**src/rtl/led_stretch_pkg.sv**
```systemverilog
// Package: shared types for the LED pulse stretcher.
// Assumes: nothing beyond IEEE 1800-2017 packages.
package led_stretch_pkg;

    // Channel sequencing states: dark and waiting, lit, mandatory dark gap.
    typedef enum logic [1:0] {
        CH_IDLE = 2'd0,
        CH_ON   = 2'd1,
        CH_GAP  = 2'd2
    } ch_state_e;

endpackage

```
**src/rtl/led_ms_tick.sv**
```systemverilog
// Module: led_ms_tick
// Makes a one-cycle tick every TICK_DIV clocks; shared by all LED channels.
// Assumes: TICK_DIV >= 2; synchronous active-low reset restarts the count.
module led_ms_tick #(
    parameter int TICK_DIV = 50000
) (
    input  logic clk,
    input  logic rst_n,
    output logic tick_o
);
    localparam int CW = $clog2(TICK_DIV);

    logic [CW-1:0] div_q;

    // Free-running divider that wraps after TICK_DIV clocks.
    always_ff @(posedge clk) begin
        if (!rst_n) begin
            div_q <= '0;
        end else if (div_q == CW'(TICK_DIV - 1)) begin
            div_q <= '0;
        end else begin
            div_q <= div_q + 1'b1;
        end
    end

    // Tick marks the last cycle of each divider period.
    always_comb begin
        tick_o = (div_q == CW'(TICK_DIV - 1));
    end

endmodule

```
**src/rtl/led_channel.sv**
```systemverilog
// Module: led_channel
// One LED stretcher: idle -> on for ON_MS+1 ticks -> dark gap for OFF_MS+1
// ticks -> idle or on again if an event was seen during the gap.
// Assumes: tick_i is one cycle wide; evt_i is synchronous to clk.
module led_channel
    import led_stretch_pkg::*;
#(
    parameter int ON_MS  = 80,
    parameter int OFF_MS = 20
) (
    input  logic clk,
    input  logic rst_n,
    input  logic tick_i,
    input  logic evt_i,
    output logic led_n_o
);
    localparam int MAXC = (ON_MS > OFF_MS) ? ON_MS : OFF_MS;
    localparam int CW   = $clog2(MAXC + 1);

    ch_state_e     state_q, state_d;
    logic [CW-1:0] cnt_q, cnt_d;
    logic          pend_q, pend_d;

    // Next-state logic for the on / gap sequencing and the pending flag.
    always_comb begin
        state_d = state_q;
        cnt_d   = cnt_q;
        pend_d  = pend_q;
        unique case (state_q)
            CH_IDLE: begin
                if (evt_i) begin
                    state_d = CH_ON;
                    cnt_d   = '0;
                end
            end
            CH_ON: begin
                if (tick_i) begin
                    if (cnt_q == CW'(ON_MS)) begin
                        state_d = CH_GAP;
                        cnt_d   = '0;
                        pend_d  = 1'b0;
                    end else begin
                        cnt_d = cnt_q + 1'b1;
                    end
                end
            end
            CH_GAP: begin
                pend_d = pend_q | evt_i;
                if (tick_i) begin
                    if (cnt_q == CW'(OFF_MS)) begin
                        cnt_d   = '0;
                        pend_d  = 1'b0;
                        state_d = (pend_q | evt_i) ? CH_ON : CH_IDLE;
                    end else begin
                        cnt_d = cnt_q + 1'b1;
                    end
                end
            end
            default: begin
                state_d = CH_IDLE;
                cnt_d   = '0;
                pend_d  = 1'b0;
            end
        endcase
    end

    // State, tick counter and pending flag registers.
    always_ff @(posedge clk) begin
        if (!rst_n) begin
            state_q <= CH_IDLE;
            cnt_q   <= '0;
            pend_q  <= 1'b0;
        end else begin
            state_q <= state_d;
            cnt_q   <= cnt_d;
            pend_q  <= pend_d;
        end
    end

    // LED is lit (low) only in the on state.
    always_comb begin
        led_n_o = (state_q != CH_ON);
    end

endmodule

```
**src/rtl/led_stretch_top.sv**
```systemverilog
// Module: led_stretch_top
// Eight (NUM_PORTS) activity LED stretchers plus one collision stretcher,
// all timed from one shared millisecond tick.
// Assumes: strobes are already synchronous to clk.
module led_stretch_top #(
    parameter int NUM_PORTS = 8,
    parameter int TICK_DIV  = 50000,
    parameter int ON_MS     = 80,
    parameter int OFF_MS    = 20
) (
    input  logic                 clk,
    input  logic                 rst_n,
    input  logic [NUM_PORTS-1:0] act_i,
    input  logic                 col_i,
    output logic [NUM_PORTS-1:0] act_led_n_o,
    output logic                 col_led_n_o
);
    logic w_tick;

    // Shared prescaler.
    led_ms_tick #(.TICK_DIV(TICK_DIV)) u_tick (
        .clk    (clk),
        .rst_n  (rst_n),
        .tick_o (w_tick)
    );

    // One stretcher per port.
    for (genvar g = 0; g < NUM_PORTS; g++) begin : g_port
        led_channel #(.ON_MS(ON_MS), .OFF_MS(OFF_MS)) u_ch (
            .clk     (clk),
            .rst_n   (rst_n),
            .tick_i  (w_tick),
            .evt_i   (act_i[g]),
            .led_n_o (act_led_n_o[g])
        );
    end

    // Collision stretcher with the same timing.
    led_channel #(.ON_MS(ON_MS), .OFF_MS(OFF_MS)) u_col (
        .clk     (clk),
        .rst_n   (rst_n),
        .tick_i  (w_tick),
        .evt_i   (col_i),
        .led_n_o (col_led_n_o)
    );

endmodule

```
**config.mk**
```make
export PLATFORM = sky130hd
export DESIGN_NAME = led_stretch_top
export DESIGN_NICKNAME = d
export VERILOG_FILES = /design/src/rtl/led_stretch_pkg.sv /design/src/rtl/led_ms_tick.sv /design/src/rtl/led_channel.sv /design/src/rtl/led_stretch_top.sv
export SDC_FILE = /design/constraint.sdc
export NUM_CORES = 1
export LEC_CHECK = 0
export ABC_AREA = 1
export ABC_CLOCK_PERIOD_IN_PS = 4800
export BUFFER_PORTS_ARGS = -buffer_cell sky130_fd_sc_hd__buf_2
export CAP_MARGIN = 20
export CORE_UTILIZATION = 40
export CTS_CLUSTER_SIZE = 24
export DETAILED_ROUTE_END_ITERATION = 10
export GPL_ROUTABILITY_DRIVEN = 0
export PLACE_DENSITY = 0.53
export REMOVE_ABC_BUFFERS = 1
export SYNTH_ARGS = -nofsm -noshare
export SYNTH_HDL_FRONTEND = slang
export SYNTH_SLANG_ARGS = --single-unit
export TNS_END_PERCENT = 30
```
**constraint.sdc**
```tcl
create_clock -name clk -period 4.8 [get_ports clk]
set_clock_uncertainty 0.15 [all_clocks]
set_input_delay 0 -clock clk [delete_from_list [all_inputs] [get_ports clk]]
set_output_delay 0 -clock clk [all_outputs]
set_load 0.005 [all_outputs]
```
======== Yosys cells after proc, flatten, opt, wreduce, memory -nomap -nowiden ========
Index checks and enable logic that the tools add are counted.
storage, ports and cells
  bits of input ports ..................... 11
  register bits ........................... 106
  output and inout port bits .............. 9
  word-level logic and storage cells ...... 347
cells by class
  reductions and logical operators ........ 37
  mux-type cells .......................... 162
  eq/ne operators ......................... 91
  bitwise operators ....................... 19
  add/sub/neg operators ................... 10
operators by type and width
  kind                     number
  $mux W7                  45
  $pmux W7 S3              9
  $mux W2                  45
  $add A7 B1 Y7 const B    9
  $eq A7 B5 Y1 const B     9
  $eq A7 B7 Y1 const B     9
  $ne A2 B1 Y1 const B     29
  $pmux W2 S3              9
  $reduce_and A3 Y1        18
  $ne A2 B2 Y1 const B     25
  $mux W1                  45
  $reduce_and A5 Y1        9
  $pmux W1 S3              9
  $eq A2 B1 Y1 const B     9
  $eq A2 B2 Y1 const B     9
  $logic_not A2 Y1         9
  $add A16 B1 Y16 const B  1
  $eq A16 B16 Y1 const B   1
  $not A1 Y1               10
  $or A1 B1 Y1             9
  $reduce_or A2 Y1         1

======== Logic depth before layout (Yosys ltp) ========
Gate-level depths: netlist (run 1).
  depth after elaboration ................. 5
  gate-level depth with buffers ........... 12
  gate-level depth less buffers ........... 12

======== By module ========
From an unflattened synthesis (run 1), not the netlist that was laid out.
unflattened totals
  cells, all modules ...................... 1,018
  area, all modules ....................... 6,807.8 um2
modules (own cells, without submodules)
  module       area each (um2)  seq. area each (um2)  cells each  times used
  led_channel  658.1            200.2                 99          9
  led_ms_tick  884.6            320.3                 127         1

======== Least setup slack after synthesis (run 1) ========
OpenSTA, ideal clock, no wires.
  path type ............................... reg-to-reg
  from .................................... reg u_tick.div_q[0]
  to ...................................... reg g_port[1].u_ch.cnt_q[2]
  path slack .............................. 2.942 ns
  path buffers ............................ 1
  data arrival time ....................... 1.592 ns
  data required time ...................... 4.534 ns
  cell stages (with the launch flop) ...... 12
  cell sequence ........................... dfxtp_1 ha_1 nand2_1 inv_1 nand2_1 nor2_4 nand3_4 buf_6 a21oi_4 nand2_1 nand2_1 nor2_1
on the way
  longest elaborated chain between the ends .. 3
  elaborated cells between the ends (all ways) .. 4
RTL lines
  item                                    RTL line           text
  start, declared                         led_ms_tick.sv:13  logic [CW-1:0] div_q;
  start signal, assigned                  led_ms_tick.sv:22  div_q <= div_q + 1'b1;
  $eq A16 B16 Y1 (*)                      led_ms_tick.sv:28  tick_o = (div_q == CW'(TICK_DIV - 1));
  $ne A2 B2 Y1 (no source line)           -
  $reduce_and A3 Y1 (no source line) (*)  -
  end signal, assigned                    led_channel.sv:75  cnt_q <= cnt_d;
  end, declared                           led_channel.sv:21  logic [CW-1:0] cnt_q, cnt_d;
Every way passes the cells marked *; elsewhere a longest branch is shown, timed or not.
A chain may end at the register's enable or synchronous reset.

======== Final worst setup path (run 1) ========
  from .................................... reg u_tick.div_q[0]
  to ...................................... reg g_port[1].u_ch.pend_q
on the way
  longest elaborated chain between the ends .. 3
  elaborated cells between the ends (all ways) .. 5
RTL lines
  item                                                     RTL line           text
  $eq A16 B16 Y1 (*)                                       led_ms_tick.sv:28
  $mux W1 / $ne A2 B2 Y1 (equally long branches)           -
  $pmux W1 S3 / $reduce_and A3 Y1 (equally long branches)  -
  end signal, assigned                                     led_channel.sv:76  pend_q <= pend_d;
  end, declared                                            led_channel.sv:22  logic pend_q, pend_d;
Marks and branches as above.

==> impl_metrics.yaml, run 1 <==
drt:
  wl_met3_um: 445
  routed.top_layer: "met4"
  wl_per_cell_um: 11.1
  detail_route.iter0.violations: 294
  met1_length_um: 8010
  firstDrtPassIters: 5
  drc: 0
  routed-via-count: 6669
  antenna_left: 0
  wl_met2_um: 6840
  via_per_inst: 4.79
  totalWireLength_um: 15500
timing:
  tightest_slew_ps: 731
  hold_violations: 0
  finalCriticalPeriod_ps: 2910
  fin_crit_sh_pct: 60.6
  report.final.slew_viol_count: 0
  setup_viol: 0
  max_freq_mhz: 344
  setup-tns-final_ps: 0
  hold_ws_ps: 13.3
  rsz0062_at_grt: "no"
  worst_slew_margin_rel_pct: 51.0
cells_and_area:
  regArea_mm2: 0.00212
  drive_gt1_share_pct: 5.40
  stdcell_count: 1391
  filler_cell_count: 1873
  fin_nets: 1227
  postLayoutCellArea_mm2: 0.00776
  antennaDiodeCount: 0
  multi_input_area_mm2: 0.00418
  area_growth_pct: 9.39
pwr:
  cellLeakagePower_nw: 3.55
  max-vdd-ir-drop_mv: 0.261
  finalPower_mw: 4.08
  p_sw_share_pct: 46.4
  power.share.clock_pct: 18.6
  power_switching_mw: 1.89
  cell_internal_pwr_mw: 2.19
  pwr_density_cell_mw_per_mm2: 526
  seq_power_share_pct: 29.1
  pwr-share-comb_pct: 52.3
floorplan:
  rows: 48
  die-area_mm2: 0.0183
  die-width_um: 135
  core-area_mm2: 0.0173
  initial_core_util_pct: 41.0
  ios: 20
  die_height_um: 135
yosys:
  netlist_instances: 1141
  syn_area_mm2: 0.00709
  synth_seq_area_share_pct: 29.9
  ys_types: 31
  ys_ff_latch: 106
  synthTopCellsByArea: "dfxtp_1 30%, nand2_1 16%, nor2_1 11%"
  synth_flop_cell: "dfxtp_1"
  synth_most_common_cell: "nand2_1"
  synth_top_area_share_pct: 29.9
  synth-edff-count: 0
  synthTopCellsByCount: "293 x nand2_1, 201 x nor2_1, 177 x inv_1, 121 x nand3_1, 106 x dfxtp_1"
  yosysWarnings: 0
  synth_top_area_cell: "dfxtp_1"
  async_reset_ff_share_pct: 0
  avgSynthCellArea_um2: 6.22
clock_network:
  cts_buffers: 9
  clk_path_buf_depth: 2
  htreeDepth: 3
  clk_latency_ps: 360
  cts_tree: "done"
  clk_pin_slew_worst_paths_ps: 70
  cts.sinks: 106
  cts_root_buf: "clkbuf_16"
  cts_setup_buffers: 0
placement:
  dpl_cell_area_mm2: 0.00736
  hpwl_um: 11400
  dp.cells: 1365
  port_buffers: 19
global_route:
  antenna_found_initial: 0
  first_global_vias: 6067
  overflow: 0
  grt_pass1_wl_um: 27100
  grt_max_degree: 33
  grt_usage_pct: 18.1
min_path:
  holdCritPathClass: "in2reg"
critical_path:
  cp-start-kind: "flop"
  r2r_setup_slack_ps: 1890
  critPathKind: "reg2reg"
  crit_required_ps: 4900
  crit_arrival_ps: 3010
  path_max_fanout: 11
  cp-end-kind: "flop"
status:
  outcome: "finished clean"
flow_run:
  maxCapViolCount: 0
## metal layers
metal / vias to the layer above / global-route usage, %
met4: 0 / 4.12
met3: 10 / 3.93
met2: 75 / 29.2
met5: - / 0
li1: 3606 / -
met1: 2978 / 24.5
## per-stage QoR
step | setup slack, ps | utilization (%)
after global placement | 2220 | 42.6
final | 1890 | 44.8
after detailed placement | 2140 | 42.6
after CTS | 1830 | 44.8
after global routing | 1660 | 44.8
after floorplan | 2790 | -
## what timing repair did
item	CTS	global route
hold buffers	10	0
resized for setup	0	0
hold endpoints to repair	18	0
## cell type report
| cell class | count | share of cell area [%] |
|---|---|---|
| Timing Repair Buffer | 31 | 2.71 |
| Clock buffer | 11 | 3.13 |
| Tap cell | 225 | 3.63 |
| Clock inverter | 5 | 0.694 |
| Inverter | 179 | 8.66 |
| Sequential cell | 106 | 27.4 |
| Multi-Input combinational cell | 834 | 53.8 |
## cells in the final DEF (no fill, tap or decap), types with 2 or more instances in the layout
master,count
nor2_1,201
or2_2,6
nor3b_1,2
dlygate4sd3_1,10
nand4_1,21
clkinv_2,3
a21oi_1,46
nand2_1,293
o21ai_0,25
buf_4,2
nand3_1,121
nor3_1,16
nor2_4,2
o21bai_1,5
ha_1,55
nand2_2,9
a21oi_2,4
inv_1,177
clkbuf_16,9
buf_2,19
a21oi_4,3
xor2_1,10
nand3b_1,10
dfxtp_1,106
## registers in the layout, indices dropped and copies added (netlist names)
| signal | flops |
|---|---|
| g_port.u_ch.cnt_q | 56 |
| g_port.u_ch.pend_q | 8 |
| u_col.cnt_q | 7 |
| u_col.state_q | 2 |
| u_tick.div_q | 16 |
| g_port.u_ch.state_q | 16 |
| u_col.pend_q | 1 |
## cell families after synthesis
kind of cell | synth area share, %
AO/OA/AOI/OAI | 7.11
flip-flops | 29.9
adder cells (fa/ha/maj) | 9.70
XOR/XNOR | 1.23
AND/OR/NAND/NOR | 40.8
buffers and inverters | 11.2
## final timing paths
check	endpoint	from	depth (start not counted)
worst min-delay path	g_port[5].u_ch.pend_q$_SDFFE_PN0P_	act_i[5]	7
worst max-delay path	g_port[1].u_ch.pend_q$_SDFFE_PN0P_	u_tick.div_q[0]$_SDFF_PP0_	10
worst max register to register	g_port[1].u_ch.pend_q$_SDFFE_PN0P_	u_tick.div_q[0]$_SDFF_PP0_	10
worst min register to register	u_tick.div_q[0]$_SDFF_PP0_	u_tick.div_q[0]$_SDFF_PP0_	1
## power groups by stage
stage / registers [mW] / logic (mW) / clock network, mW
finish: 1.19 / 2.13 / 0.759
global route: 1.22 / 2.49 / 0.828
CTS: 1.19 / 2.14 / 0.795
detailed placement: 1.21 / 2.12 / 0
global placement: 1.21 / 2.13 / 0
floorplan: 1.17 / 1.67 / 0
## worst max-delay path: stages (launching register included)
cell	delay [ps]
dfxtp_1	350
ha_1	170
nand2_1	70
inv_1	70
nand2_1	90
nor2_4	150
nand3_1	520
or2_2	500
a21oi_1	130
nor2_1	50
dlygate4sd3_1	550
Note: power is estimated with default switching activity, not from simulation.
==> run 2: changes to the inputs <==
ABC_CLOCK_PERIOD_IN_PS = 2960   (was 4800)
clock period = 2.96 ns   (was 4.8 ns; I/O delays follow)
==> run 2 against run 1 <==
Against the previous run: sequential share of layout area decreased by 0.21 points; sequential power increased by 62%; global-route usage decreased by 0.23 points; combinational power increased by 63%; first-iteration DRC count increased by 8.5%; critical path type unchanged; critical endpoint is now g_port[6].u_ch.cnt_q[5]$_SDFFE_PN0P_; worst setup slack got worse by 1300 ps; routed wire length decreased by 0.25%.
==> impl_metrics.yaml, run 2 (synthesized netlist as in run 1, its figures left out) <==
global_route:
  grt_max_degree: 30
  antenna_found_initial: 0
  first_global_vias: 5866
  grt_usage_pct: 17.8
  grt_pass1_wl_um: 26500
  overflow: 0
critical_path:
  critPathKind: "reg2reg"
  path_max_fanout: 12
  cp-start-kind: "flop"
  crit_required_ps: 3050
  crit_arrival_ps: 2440
  cp-end-kind: "flop"
drt:
  detail_route.iter0.violations: 319
  via_per_inst: 4.72
  drc: 0
  antenna_left: 0
  routed-via-count: 6573
  totalWireLength_um: 15400
  firstDrtPassIters: 4
  wl_per_cell_um: 11.1
cells_and_area:
  area_growth_pct: 10.3
  reg_top3: "g_port.u_ch.cnt_q x56, g_port.u_ch.state_q x16, u_tick.div_q x16"
  antennaDiodeCount: 0
  drive_gt1_share_pct: 5.82
  final_common_cell: "nand2_1"
  regMostFlops: "g_port.u_ch.cnt_q"
  fin_nets: 1230
  filler_cell_count: 1878
  largest_reg_flops: 56
  layout_common_cells: "293 x nand2_1, 201 x nor2_1, 177 x inv_1"
  postLayoutCellArea_mm2: 0.00782
clock_network:
  clk_latency_ps: 360
  clk_path_buf_depth: 2
  clk_pin_slew_worst_paths_ps: 80
  htreeDepth: 3
  cts_tree: "done"
  cts_root_buf: "clkbuf_16"
  cts_setup_buffers: 0
  cts_buffers: 9
  cts.sinks: 106
status:
  outcome: "finished clean"
timing:
  hold_violations: 0
  hold_ws_ps: 42.7
  fin_crit_sh_pct: 79.2
  tightest_slew_ps: 733
  report.final.slew_viol_count: 0
  setup-tns-final_ps: 0
  max_freq_mhz: 427
  worst_slew_margin_rel_pct: 50.8
  setup_viol: 0
  rsz0062_at_grt: "no"
  finalCriticalPeriod_ps: 2340
flow_run:
  maxCapViolCount: 0
floorplan:
  die-width_um: 135
  ios: 20
  die_height_um: 135
  initial_core_util_pct: 41.0
  rows: 48
  core-area_mm2: 0.0173
  die-area_mm2: 0.0183
placement:
  hpwl_um: 11500
  port_buffers: 19
  dpl_cell_area_mm2: 0.00740
pwr:
  max-vdd-ir-drop_mv: 0.425
  pwr_density_cell_mw_per_mm2: 860
  cellLeakagePower_nw: 3.57
min_path:
  holdCritPathClass: "in2reg"
## run 2: changes by cell type in the layout (fill, tap and decap cells not counted), sizes merged
cell	delta
clkbuf	-2
clkinv	-1
dlygate4sd3	-1
buf	+4
bufinv	+1
inv	+2
## run 2: cell type report
class | count | area [um^2] | share of cell area (%)
multi-input combinational | 834 | 4180 | 53.4
sequential | 106 | 2120 | 27.1
inverter | 179 | 672 | 8.59
tap | 225 | 282 | 3.60
timing repair buffer | 34 | 243 | 3.10
clock buffer | 9 | 225 | 2.88
clock inverter | 7 | 100 | 1.28
## run 2: where the power goes
group,total (mW),switching (mW),leakage [nW],internal (mW)
registers,1.93,0.226,0.862,1.70
clock network,1.33,0.581,0.160,0.750
logic,3.47,2.30,2.55,1.17
## run 2: through the flow
stage	std cells	setup slack [ps]	power [mW]	util (%)
floorplan	1119	954	4.61	-
global placement	1369	605	5.44	42.8
detailed placement	1369	570	5.43	42.8
CTS	1394	560	6.82	45.2
global route	1394	336	7.46	45.2
finish	1394	616	6.72	45.2
## run 2: worst max-delay path: stages (launching register included)
cell and delay, ps:
dfxtp_1 350, ha_1 170, nand2_1 70, inv_1 70, nand2_1 90, nor2_4 150
nand3_4 250, buf_4 260, nand2_1 140, nand2_1 150, o21ai_2 300, nor2_1 80
## run 2: metal layers
| metal | GRT usage, % | wire (um) |
|---|---|---|
| met2 | 28.8 | 6860 |
| met1 | 23.9 | 7950 |
| met3 | 3.22 | 406 |
| met4 | 5.81 | 193 |
| met5 | 0 | 0 |
## run 2: repair_timing
item                       4_1_cts  5_1_grt
hold buffers                     9        0
setup endpoints to repair        0        0
hold endpoints to repair        11        0
gates resized for setup          0        0
## run 2: worst paths after layout
kind | cells after the start | to | slack [ps] | startpoint
worst min-delay path | 3 | g_port[7].u_ch.cnt_q[2]$_SDFFE_PN0P_ | 40 | rst_n
worst min register to register | 1 | u_tick.div_q[0]$_SDFF_PP0_ | 300 | u_tick.div_q[0]$_SDFF_PP0_
worst max-delay path | 11 | g_port[6].u_ch.cnt_q[5]$_SDFFE_PN0P_ | 620 | u_tick.div_q[0]$_SDFF_PP0_
worst max register to register | 11 | g_port[6].u_ch.cnt_q[5]$_SDFFE_PN0P_ | 620 | u_tick.div_q[0]$_SDFF_PP0_
==> run 3: changes to the inputs <==
ABC_CLOCK_PERIOD_IN_PS = 2260   (was 2960)
clock period = 2.26 ns   (was 2.96 ns; I/O delays follow)
==> run 3 against run 2 <==
Against the previous run: final cell count rose by 0.65%; final area rose by 1.0%; sequential power rose by 31%; total power rose by 33%; global-route usage barely moved.
==> impl_metrics.yaml, run 3 (synthesized netlist as in run 1, its figures left out) <==
status:
  outcome: "finished clean"
critical_path:
  critPathKind: "reg2reg"
  r2r_setup_slack_ps: 250
  worstRegToRegCells: 11
  r2r-end: "g_port[0].u_ch.cnt_q[1]$_SDFFE_PN0P_"
  cp-start-kind: "flop"
  crit_top_cell: "nand2_1"
  crit_required_ps: 2360
  cp-end-kind: "flop"
  crit_family: "simple AND/OR/NAND/NOR gates"
  cpPeakStageDelay_ps: 350
  crit_path_top_delay_cell: "dfxtp_1"
  crit_arrival_ps: 2110
  crit_chain: "ha_1 > nand2_1 > inv_1 > nand2_1 > nor2_4 > nand3_1 > buf_4 > nand2_1 > nand2_1 > o21ai_0 > nor2_1"
  cp-startpoint: "u_tick.div_q[0]$_SDFF_PP0_"
  rr_startpoint: "u_tick.div_q[0]$_SDFF_PP0_"
  path_max_fanout: 9
  path_buf_inv: 2
  cp.depth: 11
drt:
  routed-via-count: 6567
  wl_met2_um: 6870
  via_per_inst: 4.68
  detail_route.iter0.violations: 296
  totalWireLength_um: 15400
  wl_met3_um: 327
  wl_per_cell_um: 10.9
  met1_length_um: 8000
  routed.top_layer: "met4"
  firstDrtPassIters: 5
  antenna_left: 0
  drc: 0
timing:
  tightest_slew_ps: 475
  setup-tns-final_ps: 0
  rsz0062_at_grt: "no"
  max_freq_mhz: 497
  report.final.slew_viol_count: 0
  finalWorstSetupSlack_ps: 247
  worst_slew_margin_rel_pct: 68.0
  fin_crit_sh_pct: 89.1
  hold_violations: 0
  setup_viol: 0
  finalCriticalPeriod_ps: 2010
cells_and_area:
  filler_cell_count: 1834
  layout_common_cells: "292 x nand2_1, 201 x nor2_1, 177 x inv_1"
  stdcell_count: 1403
  antennaDiodeCount: 0
  drive_gt1_share_pct: 6.54
  area_growth_pct: 11.4
  largest_reg_flops: 56
  final_common_cell: "nand2_1"
  fin_nets: 1241
  final_util_pct: 45.7
  regMostFlops: "g_port.u_ch.cnt_q"
  reg_top3: "g_port.u_ch.cnt_q x56, g_port.u_ch.state_q x16, u_tick.div_q x16"
global_route:
  grt_pass1_wl_um: 26700
  antenna_found_initial: 0
  overflow: 0
  grt_usage_pct: 17.9
  first_global_vias: 6039
  grt_max_degree: 24
floorplan:
  ios: 20
  initial_core_util_pct: 41.0
  rows: 48
  die_height_um: 135
  core-area_mm2: 0.0173
  die-area_mm2: 0.0183
  die-width_um: 135
clock_network:
  cts_buffers: 9
  clk_path_buf_depth: 2
  cts.sinks: 106
  cts_root_buf: "clkbuf_16"
  cts_setup_buffers: 0
  htreeDepth: 3
  cts_tree: "done"
  clk_latency_ps: 350
  clk_pin_slew_worst_paths_ps: 70
min_path:
  holdPathStages: 7
  hold-path-endpoint: "u_col.pend_q$_SDFFE_PN0P_"
  hold_start: "col_i"
  holdCritPathClass: "in2reg"
pwr:
  max-vdd-ir-drop_mv: 0.485
  pwr_density_cell_mw_per_mm2: 1130
  cellLeakagePower_nw: 3.62
placement:
  port_buffers: 19
  pre_cts_slack_ps: 156
  dp.cells: 1380
  hpwl_um: 11500
flow_run:
  maxCapViolCount: 0
[run 3: changes by cell type in the layout (fill, tap and decap cells not counted), sizes merged]
cell    previous run  this run
clkbuf             9        11
inv              180       178
buf               25        36
clkinv             4         2
[run 3: metrics by stage]
stage                     hold slack (ps)  power [mW]  area, um^2
after floorplan                     -29.6        6.04        6970
after detailed placement              287        7.21        7470
after global routing                 71.0        9.91        7900
after global placement                283        7.25        7470
final                                15.4        8.91        7900
after CTS                            2.24        8.98        7870
[run 3: final cells by class]
| cell class | count | area [um^2] | share of cell area, % |
|---|---|---|---|
| clock buffers | 11 | 243 | 3.07 |
| clock inverters | 3 | 65.1 | 0.824 |
| inverters | 179 | 672 | 8.50 |
| multi-input cells | 834 | 4200 | 53.2 |
| flip-flops and latches | 106 | 2120 | 26.9 |
| well taps | 225 | 282 | 3.56 |
| repair buffers | 45 | 317 | 4.01 |
[run 3: worst register-to-register path: cells and delay by family (launching register included)]
family | cells | cell delay [ps]
buf+inv | 2 | 250
flops | 1 | 350
simple gates | 7 | 770
fa+ha+maj | 1 | 170
compound gates | 1 | 220
[run 3: layer usage]
| layer | track usage, % | vias to the layer above |
|---|---|---|
| li1 | - | 3620 |
| met1 | 23.9 | 2881 |
| met2 | 29.6 | 57 |
| met3 | 3.14 | 9 |
| met4 | 4.68 | 0 |
| met5 | 0 | - |
[run 3: worst max-delay path by stage]
stage	endpoint
4_1_cts	g_port[6].u_ch.cnt_q[6]$_SDFFE_PN0P_
2_1_floorplan	g_port[3].u_ch.cnt_q[1]$_SDFFE_PN0P_
3_5_place_dp	g_port[6].u_ch.cnt_q[6]$_SDFFE_PN0P_
5_1_grt	g_port[0].u_ch.cnt_q[3]$_SDFFE_PN0P_
6_report	g_port[0].u_ch.cnt_q[1]$_SDFFE_PN0P_
3_3_place_gp	g_port[4].u_ch.cnt_q[5]$_SDFFE_PN0P_
[run 3: where the power goes]
group          switching, mW  total (mW)  internal [mW]
clock network          0.702        1.69          0.989
logic                   3.02        4.69           1.67
registers              0.296        2.52           2.23
total                   4.02        8.91           4.89
[run 3: timing repair]
action | CTS | global route
endpoints found under the setup margin | 0 | 19
hold buffers | 9 | 0
resized for setup | 0 | 7
hold endpoints to repair | 19 | 0
